==> config.mk <==
export PLATFORM = sky130hd
export DESIGN_NAME = nmi_arbiter
export DESIGN_NICKNAME = d
export VERILOG_FILES = /design/src/rtl/nmi_arb_pkg.sv /design/src/rtl/nmi_pin_edge.sv /design/src/rtl/nmi_src_pick.sv /design/src/rtl/nmi_pend.sv /design/src/rtl/nmi_svc_ctrl.sv /design/src/rtl/nmi_arbiter.sv
export SDC_FILE = /design/constraint.sdc
export NUM_CORES = 1
export LEC_CHECK = 0
export BUFFER_PORTS_ARGS = -buffer_cell sky130_fd_sc_hd__buf_2
export CORE_MARGIN = 3
export CORE_UTILIZATION = 45
export CTS_BUF_LIST = sky130_fd_sc_hd__clkbuf_8
export DETAILED_ROUTE_END_ITERATION = 6
export PLACE_DENSITY_LB_ADDON = 0.1
export SLEW_MARGIN = 0
export SYNTH_ARGS = -nofsm -noshare
export SYNTH_HDL_FRONTEND = slang
export SYNTH_HIERARCHICAL = 1
export SYNTH_SLANG_ARGS = --single-unit
export TNS_END_PERCENT = 5
==> constraint.sdc <==
create_clock -name clk -period 1.26 [get_ports clk]
set_input_delay 0.126 -clock clk [delete_from_list [all_inputs] [get_ports clk]]
set_output_delay 0.126 -clock clk [all_outputs]
set_load 0.02 [all_outputs]
==> src/rtl/nmi_arb_pkg.sv <==
package nmi_arb_pkg;

  typedef enum logic [1:0] {
    SRC_NONE = 2'b00,
    SRC_PIN  = 2'b01,
    SRC_WD1  = 2'b10,
    SRC_WD2  = 2'b11
  } nmi_src_e;

  localparam int unsigned NUM_SRC = 3;

  // index of each source in pending / winner vectors
  localparam int unsigned IDX_PIN = 0;
  localparam int unsigned IDX_WD1 = 1;
  localparam int unsigned IDX_WD2 = 2;

  localparam logic [1:0] WD1_ARMED = 2'b10;
  localparam logic [1:0] WD2_ARMED = 2'b01;

  function automatic nmi_src_e idx_to_src(input int unsigned idx);
    nmi_src_e s;
    case (idx)
      IDX_PIN: s = SRC_PIN;
      IDX_WD1: s = SRC_WD1;
      IDX_WD2: s = SRC_WD2;
      default: s = SRC_NONE;
    endcase
    return s;
  endfunction

endpackage

==> src/rtl/nmi_pin_edge.sv <==
module nmi_pin_edge #(
  parameter int unsigned SYNC_STAGES = 2
) (
  input  logic       clk,
  input  logic       rst_n,
  input  logic       pin_i,
  input  logic [1:0] mode_i,
  output logic       edge_o
);

  logic [SYNC_STAGES-1:0] sync_q;
  logic [SYNC_STAGES-1:0] sync_d;
  logic                   prev_q;
  logic [1:0]             mode_q;
  logic                   rise;
  logic                   fall;
  logic                   mode_chg;

  genvar g;
  generate
    for (g = 0; g < SYNC_STAGES; g++) begin : g_sync
      if (g == 0) begin : g_first
        assign sync_d[g] = pin_i;
      end else begin : g_rest
        assign sync_d[g] = sync_q[g-1];
      end
    end
  endgenerate

  always_ff @(posedge clk or negedge rst_n) begin
    if (!rst_n) begin
      sync_q <= '0;
      prev_q <= 1'b0;
      mode_q <= 2'b00;
    end else begin
      sync_q <= sync_d;
      prev_q <= sync_q[SYNC_STAGES-1];
      mode_q <= mode_i;
    end
  end

  always_comb begin
    rise     = sync_q[SYNC_STAGES-1] & ~prev_q;
    fall     = ~sync_q[SYNC_STAGES-1] & prev_q;
    mode_chg = (mode_i != mode_q);
    edge_o   = ~mode_chg & ((rise & mode_i[0]) | (fall & mode_i[1]));
  end

endmodule

==> src/rtl/nmi_src_pick.sv <==
module nmi_src_pick
  import nmi_arb_pkg::*;
(
  input  logic               clk,
  input  logic               rst_n,
  input  logic               pin_ev_i,
  input  logic               wd1_ovf_i,
  input  logic [1:0]         wd1_mode_i,
  input  logic               wd2_ovf_i,
  input  logic [1:0]         wd2_mode_i,
  output logic [NUM_SRC-1:0] win_o
);

  logic [NUM_SRC-1:0] raw;

  always_comb begin
    raw          = '0;
    raw[IDX_PIN] = pin_ev_i;
    raw[IDX_WD1] = wd1_ovf_i & (wd1_mode_i == WD1_ARMED);
    raw[IDX_WD2] = wd2_ovf_i & (wd2_mode_i == WD2_ARMED);
    // highest index wins, lower ones dropped
    win_o = '0;
    for (int i = NUM_SRC - 1; i >= 0; i--) begin
      if (raw[i] && (win_o == '0)) win_o[i] = 1'b1;
    end
  end

  p_single_winner_r6: assert property (@(posedge clk) disable iff (!rst_n)
    $onehot0(win_o));

  p_winner_from_raw_r6: assert property (@(posedge clk) disable iff (!rst_n)
    (win_o & ~raw) == '0);

endmodule

==> src/rtl/nmi_pend.sv <==
module nmi_pend
  import nmi_arb_pkg::*;
(
  input  logic               clk,
  input  logic               rst_n,
  input  logic [NUM_SRC-1:0] set_i,
  input  logic [NUM_SRC-1:0] clr_i,
  output logic [NUM_SRC-1:0] pend_o
);

  logic [NUM_SRC-1:0] pend_q;
  logic [NUM_SRC-1:0] pend_d;

  always_comb begin
    // a set while already pending merges into the existing bit
    pend_d = (pend_q & ~clr_i) | set_i;
  end

  always_ff @(posedge clk or negedge rst_n) begin
    if (!rst_n) pend_q <= '0;
    else        pend_q <= pend_d;
  end

  assign pend_o = pend_q;

  p_set_lands_r8: assert property (@(posedge clk) disable iff (!rst_n)
    (set_i != '0) |=> ((pend_q & $past(set_i)) == $past(set_i)));

endmodule

==> src/rtl/nmi_svc_ctrl.sv <==
module nmi_svc_ctrl
  import nmi_arb_pkg::*;
(
  input  logic               clk,
  input  logic               rst_n,
  input  logic [NUM_SRC-1:0] pend_i,
  input  logic               np_i,
  input  logic               reti_i,
  input  logic               ack_i,
  output logic [NUM_SRC-1:0] clr_o,
  output logic               req_valid_o,
  output logic [1:0]         req_src_o,
  output logic               nested_o
);

  logic     req_v_q,  req_v_d;
  nmi_src_e req_s_q,  req_s_d;
  nmi_src_e svc_q,    svc_d;
  nmi_src_e saved_q,  saved_d;
  logic     nested_q, nested_d;

  logic [NUM_SRC-1:0] elig;
  nmi_src_e           pick;
  logic               take;

  // eligibility of pending sources given the service in progress
  always_comb begin
    elig = '0;
    case (svc_q)
      SRC_NONE: elig = '1;
      SRC_PIN: begin
        elig[IDX_WD2] = 1'b1;
        elig[IDX_WD1] = ~np_i;
      end
      default: elig = '0;
    endcase
  end

  always_comb begin
    pick = SRC_NONE;
    for (int i = 0; i < NUM_SRC; i++) begin
      if (pend_i[i] && elig[i]) pick = idx_to_src(i);
    end
  end

  assign take = req_v_q & ack_i;

  always_comb begin
    req_v_d  = req_v_q;
    req_s_d  = req_s_q;
    svc_d    = svc_q;
    saved_d  = saved_q;
    nested_d = nested_q;
    clr_o    = '0;

    if (take) begin
      req_v_d = 1'b0;
      req_s_d = SRC_NONE;
      clr_o[int'(req_s_q) - 1] = 1'b1;
    end else if (!req_v_q && (pick != SRC_NONE)) begin
      req_v_d = 1'b1;
      req_s_d = pick;
    end

    if (reti_i) begin
      if (nested_q) begin
        svc_d    = saved_q;
        saved_d  = SRC_NONE;
        nested_d = 1'b0;
      end else begin
        svc_d = SRC_NONE;
      end
    end

    if (take) begin
      if (svc_d != SRC_NONE) begin
        saved_d  = svc_d;
        nested_d = 1'b1;
      end
      svc_d = req_s_q;
    end
  end

  always_ff @(posedge clk or negedge rst_n) begin
    if (!rst_n) begin
      req_v_q  <= 1'b0;
      req_s_q  <= SRC_NONE;
      svc_q    <= SRC_NONE;
      saved_q  <= SRC_NONE;
      nested_q <= 1'b0;
    end else begin
      req_v_q  <= req_v_d;
      req_s_q  <= req_s_d;
      svc_q    <= svc_d;
      saved_q  <= saved_d;
      nested_q <= nested_d;
    end
  end

  assign req_valid_o = req_v_q;
  assign req_src_o   = req_v_q ? req_s_q : SRC_NONE;
  assign nested_o    = nested_q;

  p_hold_until_ack_r7: assert property (@(posedge clk) disable iff (!rst_n)
    (req_v_q && !ack_i) |=> (req_v_q && $stable(req_s_q)));

  p_code_nonzero_r1: assert property (@(posedge clk) disable iff (!rst_n)
    req_v_q |-> (req_s_q != SRC_NONE));

  p_pin_not_reissued_r9: assert property (@(posedge clk) disable iff (!rst_n)
    (svc_q == SRC_PIN) |-> !(req_v_q && (req_s_q == SRC_PIN)));

  p_wd1_blocked_np_r10: assert property (@(posedge clk) disable iff (!rst_n)
    ($rose(req_v_q) && $past(svc_q == SRC_PIN && np_i)) |-> (req_s_q != SRC_WD1));

  p_nest_over_pin_r11: assert property (@(posedge clk) disable iff (!rst_n)
    nested_q |-> (saved_q == SRC_PIN));

  p_wd_service_holds_r13: assert property (@(posedge clk) disable iff (!rst_n)
    ((svc_q == SRC_WD1 || svc_q == SRC_WD2) && !req_v_q) |=> !req_v_q);

endmodule

==> src/rtl/nmi_arbiter.sv <==
module nmi_arbiter
  import nmi_arb_pkg::*;
#(
  parameter int unsigned SYNC_STAGES = 2,
  parameter int unsigned RST_STAGES  = 2
) (
  input  logic       clk,
  input  logic       rst_n,
  input  logic       pin_i,
  input  logic [1:0] edge_mode_i,
  input  logic       wd1_ovf_i,
  input  logic [1:0] wd1_mode_i,
  input  logic       wd2_ovf_i,
  input  logic [1:0] wd2_mode_i,
  input  logic       np_i,
  input  logic       reti_i,
  input  logic       ack_i,
  output logic       req_valid_o,
  output logic [1:0] req_src_o,
  output logic       nested_o
);

  logic [RST_STAGES-1:0] rst_sync_q;
  logic                  rst_int_n;
  logic                  pin_ev;
  logic [NUM_SRC-1:0]    win;
  logic [NUM_SRC-1:0]    pend;
  logic [NUM_SRC-1:0]    clr;

  // asynchronous assert, synchronous release
  always_ff @(posedge clk or negedge rst_n) begin
    if (!rst_n) rst_sync_q <= '0;
    else        rst_sync_q <= {rst_sync_q[RST_STAGES-2:0], 1'b1};
  end
  assign rst_int_n = rst_sync_q[RST_STAGES-1];

  nmi_pin_edge #(.SYNC_STAGES(SYNC_STAGES)) u_pin_edge (
    .clk    (clk),
    .rst_n  (rst_int_n),
    .pin_i  (pin_i),
    .mode_i (edge_mode_i),
    .edge_o (pin_ev)
  );

  nmi_src_pick u_pick (
    .clk        (clk),
    .rst_n      (rst_int_n),
    .pin_ev_i   (pin_ev),
    .wd1_ovf_i  (wd1_ovf_i),
    .wd1_mode_i (wd1_mode_i),
    .wd2_ovf_i  (wd2_ovf_i),
    .wd2_mode_i (wd2_mode_i),
    .win_o      (win)
  );

  nmi_pend u_pend (
    .clk    (clk),
    .rst_n  (rst_int_n),
    .set_i  (win),
    .clr_i  (clr),
    .pend_o (pend)
  );

  nmi_svc_ctrl u_svc (
    .clk         (clk),
    .rst_n       (rst_int_n),
    .pend_i      (pend),
    .np_i        (np_i),
    .reti_i      (reti_i),
    .ack_i       (ack_i),
    .clr_o       (clr),
    .req_valid_o (req_valid_o),
    .req_src_o   (req_src_o),
    .nested_o    (nested_o)
  );

endmodule

Word-level counts from Yosys, hierarchy flattened
Index checks and enable logic that the tools add are counted.

word-level totals
  bits in registers = 18
  output and inout bits = 4
  word-level logic and storage cells = 73

operators by class
  eq/ne operators = 4
  $lt $le $gt $ge = 2
  add/sub/neg operators = 1
  reductions and logical operators = 13
  bitwise gates (word level) = 17
  mux-type cells = 26

operators with widths
  kind                                                                 number
  greater-or-equal comparator 32 x 1 -> 1 bit (second input constant)  1
  less-than comparator 32 x 4 -> 1 bit (second input constant)         1
  two-way mux 2 bit                                                    12
  two-way mux 1 bit                                                    11
  bitwise AND 1 bit                                                    8
  logical AND 1 bit                                                    7
  nonzero test 2 bit                                                   3
  NOT 1 bit                                                            5
  == test 2 x 1 -> 1 bit (second input constant)                       2
  logical NOT 2 bit                                                    2
  case mux 2 bit (2 select lines)                                      1
  bitwise AND 3 bit                                                    1
  two-way mux 3 bit                                                    1
  NOT 3 bit                                                            1
  OR 3 bit                                                             1
  subtractor 2 x 1 -> 3 bit (second input constant)                    1
  demux 1 bit (select 2 bit)                                           1
  == test 2 bit (second input constant)                                1
  inequality test 2 bit                                                1
  logical NOT 1 bit                                                    1
  OR 1 bit                                                             1

Longest topological paths before layout
  depth in word-level cells = 10
  mapped depth = 6
  gate-level depth less buffers = 5

By module
Netlist, hierarchy kept.

by module, submodules not included
  module        area an instance (um^2)  cells an instance  times used
  nmi_svc_ctrl  461.7                    50                 1
  nmi_pin_edge  167.7                    11                 1
  nmi_pend      108.9                    9                  1
  nmi_arbiter   53.8                     3                  1
  nmi_src_pick  28.8                     4                  1

Worst setup path after synthesis
Ideal clock, no wire load.

  path kind = register to register
  from = register u_svc.req_v_q (netlist: u_svc/req_valid_o)
  to = register u_svc.req_s_q[0]
  required time = 1.140 ns
  clock period less this slack = 1.423 ns
  data arrival time = 1.303 ns
  setup time = 0.120 ns
  cell stages (with the launch flop) = 3
  setup slack = -0.163 ns
  cell sequence = dfrtp_1 or4b_4 a41o_1

on the way
  word-level cells in the longest chain between the ends = 3

RTL lines
  what                          RTL line            RTL
  start: declaration            nmi_svc_ctrl.sv:16  logic req_v_q, req_v_d;
  start signal: assignment      nmi_svc_ctrl.sv:92  req_v_q <= req_v_d;
  logical NOT 1 bit             nmi_svc_ctrl.sv:60  end else if (!req_v_q && (pick != SRC_NONE)) begin
  logical AND 1 bit             nmi_svc_ctrl.sv:60
  nonzero test 2 bit (no line)  -
  end signal: assignment        nmi_svc_ctrl.sv:93  req_s_q <= req_s_d;
  end: declaration              nmi_svc_ctrl.sv:17  nmi_src_e req_s_q, req_s_d;

Parallel ways exist; a longest one is shown, timed or not.
A chain may end at the register's enable or synchronous reset.

Final worst setup path
Same ends and word-level chain as after synthesis.

==> metrics.cfg <==
[status]
status = finished with violations
violations = negative setup slack

[worst_setup_path]
reg2reg_depth = 2
cp_cell_sequence = or4b_4, a41o_1
startpoint_type = flip-flop
r2r-start = u_svc/req_valid_o
cp_max_fo = 3
crit_arrival_ns = 1.41
required_ns = 1.41
worstSetupPathType = flip-flop to flip-flop
slowest_stage = or4b_4
rr_endpoint = u_svc/req_s_q[0]
max_stage_delay_ns = 0.53
r2r_slack_ns = -0.004
critPathCaptureType = flip-flop

[timing]
clock-skew-final_ns = 0.00201
tns_ns = -0.00413
rsz0062_at_grt = true
drv_slew = 0
setup-violations-final = 1
max_freq_ghz = 0.791
finalCritPeriodShare_pct = 100
finalWorstSetupSlack_ns = -0.00413
fin_crit_ns = 1.26
hold_viol = 0

[floorplanning]
die_height_um = 48.7
pin_count = 18
die_w_um = 48.7
initial_utilization_pct = 50.9
rows = 14
fp.coreArea_mm2 = 0.00161
die_area_mm2 = 0.00237

[yosys]
synth_seq_cells = 18
syn-num-nets = 91
ys_types = 32
synth_ff_type = dfrtp_1
synth_edf_count = 0
avgSynthCellArea_um2 = 10.7
syn-cell-area_um2 = 821
synthCells = 77
async_flop_share_pct = 100
ys_seq_area_share_pct = 54.9
yosys_warnings = 6

[min_path]
hold_end = u_pin_edge/mode_q[1]
whs_path_depth = 1
hp-class = input port to flip-flop
hp-start = edge_mode_i[1]

[cells_and_area]
final_common_cell = dfrtp_1
final_cell_mix = 17 x dfrtp_1, 15 x buf_2, 5 x nor2_1
num-nets-final = 119
fin_area_mm2 = 0.00108
diodes = 0
drive_gt1_share_pct = 31.7
area_growth_pct = 31.6
fill_cells = 132

[clocking]
cts_buffer_depth = 2
cts.sinks = 18
cts_root_buffer = clkbuf_8
htreeDepth = 1
numCtsBuffers = 3
path_clk_slew_ns = 0.06
clk_latency_ns = 0.26
cts_tree = yes

[global_routing]
track_usage_pct = 16.8
use_met1_pct = 17.4
use_met2_pct = 27.8
gr-total-overflow = 0
grt_pass1_wl_mm = 2.93
grt_max_degree = 11
grtUsageMet3_pct = 5.83
grt.busiest_layer = met2
grt_pass1_vias = 699
antenna_found_initial = 0

[placement]
dp_hpwl_mm = 1.28
gp_congestion = 0.798
placed_area_um2 = 977
numPortBuffers = 17
pre_cts_ws_ns = 0.0170

[power]
irDropWorstVdd_v = 0.000993
pwr_density_cell_mw_per_mm2 = 2000
p_leak_nw = 0.512

[route]
drt_iter0_markers = 9
via_per_inst = 5.08
drc = 0
vias = 650
dr.pass1.iters = 3
routed_wirelength_mm = 1.66
ant_nets = 0
wl_per_cell_um = 13.0

[flow_run]
drv_cap = 0

==> timing repair <==
item,4_1_cts,5_1_grt
hold endpoints to repair,4,0
hold buffers,3,0
buffers inserted,0,0
pin swaps,0,4
resized for setup,2,6
setup endpoints to repair,2,7
==> per-stage QoR <==
stage / utilization [%] / cells / hold slack (ns) / power [mW]
finish: 67.0 / 128 / 0.0115 / 2.16
global route: 67.0 / 128 / 0.00768 / 2.33
CTS: 66.3 / 128 / 0.00180 / 2.15
detailed placement: 60.6 / 121 / -0.0858 / 1.63
global placement: 60.6 / 121 / -0.0885 / 1.60
floorplan: - / 77 / -0.170 / 1.34
==> sequential cells by signal (all words and copies together), names as in the netlist, 2 cells and up <==
signal             count
u_svc/saved_q          2
u_pend/pend_o          3
u_pin_edge/sync_q      2
u_svc/req_s_q          2
u_pin_edge/mode_q      2
u_svc/svc_q            2
rst_sync_q             2
==> Yosys cell counts (2+ instances only) <==
cell | instances | area share (%)
dfrtp_1 | 18 | 55
o21ai_0 | 6 | 3.7
nor2_1 | 5 | 2.3
inv_1 | 4 | 1.8
nand2_1 | 4 | 1.8
a21o_1 | 3 | 2.7
and2_2 | 3 | 2.7
nand3_1 | 3 | 1.8
a21boi_0 | 2 | 1.8
a31oi_1 | 2 | 1.5
and3b_1 | 2 | 2.1
nand4b_1 | 2 | 2.1
nor2b_1 | 2 | 1.5
nor3b_1 | 2 | 1.8
o21a_1 | 2 | 1.8
==> cell type report <==
class	count	area [µm²]	area share [%]
sequential	18	452	41.8
inverter	4	15.0	1.39
timing repair buffer	25	181	16.8
multi-input combinational	53	347	32.1
tap	24	30.0	2.78
clock buffer	4	55.1	5.10
==> worst max-delay path: cells and delay by family (launching register included) <==
kind,cells,cell delay [ns]
and+or+nand+nor,1,0.53
DFF,1,0.43
AOI/OAI and AO/OA,1,0.20
==> where the power goes <==
| group | internal (mW) | leakage (nW) | total [mW] | switching (mW) |
|---|---|---|---|---|
| clock | 0.278 | 0.0288 | 0.466 | 0.188 |
| sequential | 0.738 | 0.217 | 0.885 | 0.147 |
| combinational | 0.432 | 0.266 | 0.806 | 0.374 |
==> kinds of logic after synthesis <==
logic type | after synthesis | synth area share [%]
compound gates | 21 | 17.4
other cells | 1 | 0.457
xor+xnor | 1 | 1.07
flops | 18 | 54.9
simple gates | 30 | 23.2
buf+inv | 6 | 3.05
==> how the worst max path moves through the flow <==
stage | start | end | cells after the start
after CTS | u_svc/req_valid_o | req_src_o[0] | 3
final | u_svc/req_valid_o | u_svc/req_s_q[0] | 2
after global placement | u_svc/req_valid_o | u_svc/req_s_q[0] | 2
after floorplan | u_svc/req_valid_o | u_svc/req_s_q[0] | 2
after global routing | u_pin_edge/mode_q[1] | u_pend/pend_o[0] | 5
after detailed placement | u_svc/req_valid_o | u_svc/req_s_q[0] | 2
==> routing by layer <==
metal	vias up	wire length (µm)
li1	329	-
met1	306	702
met2	10	836
met3	5	66
met4	0	55
met5	-	0
No activity file was read; power rests on OpenSTA's default activity.
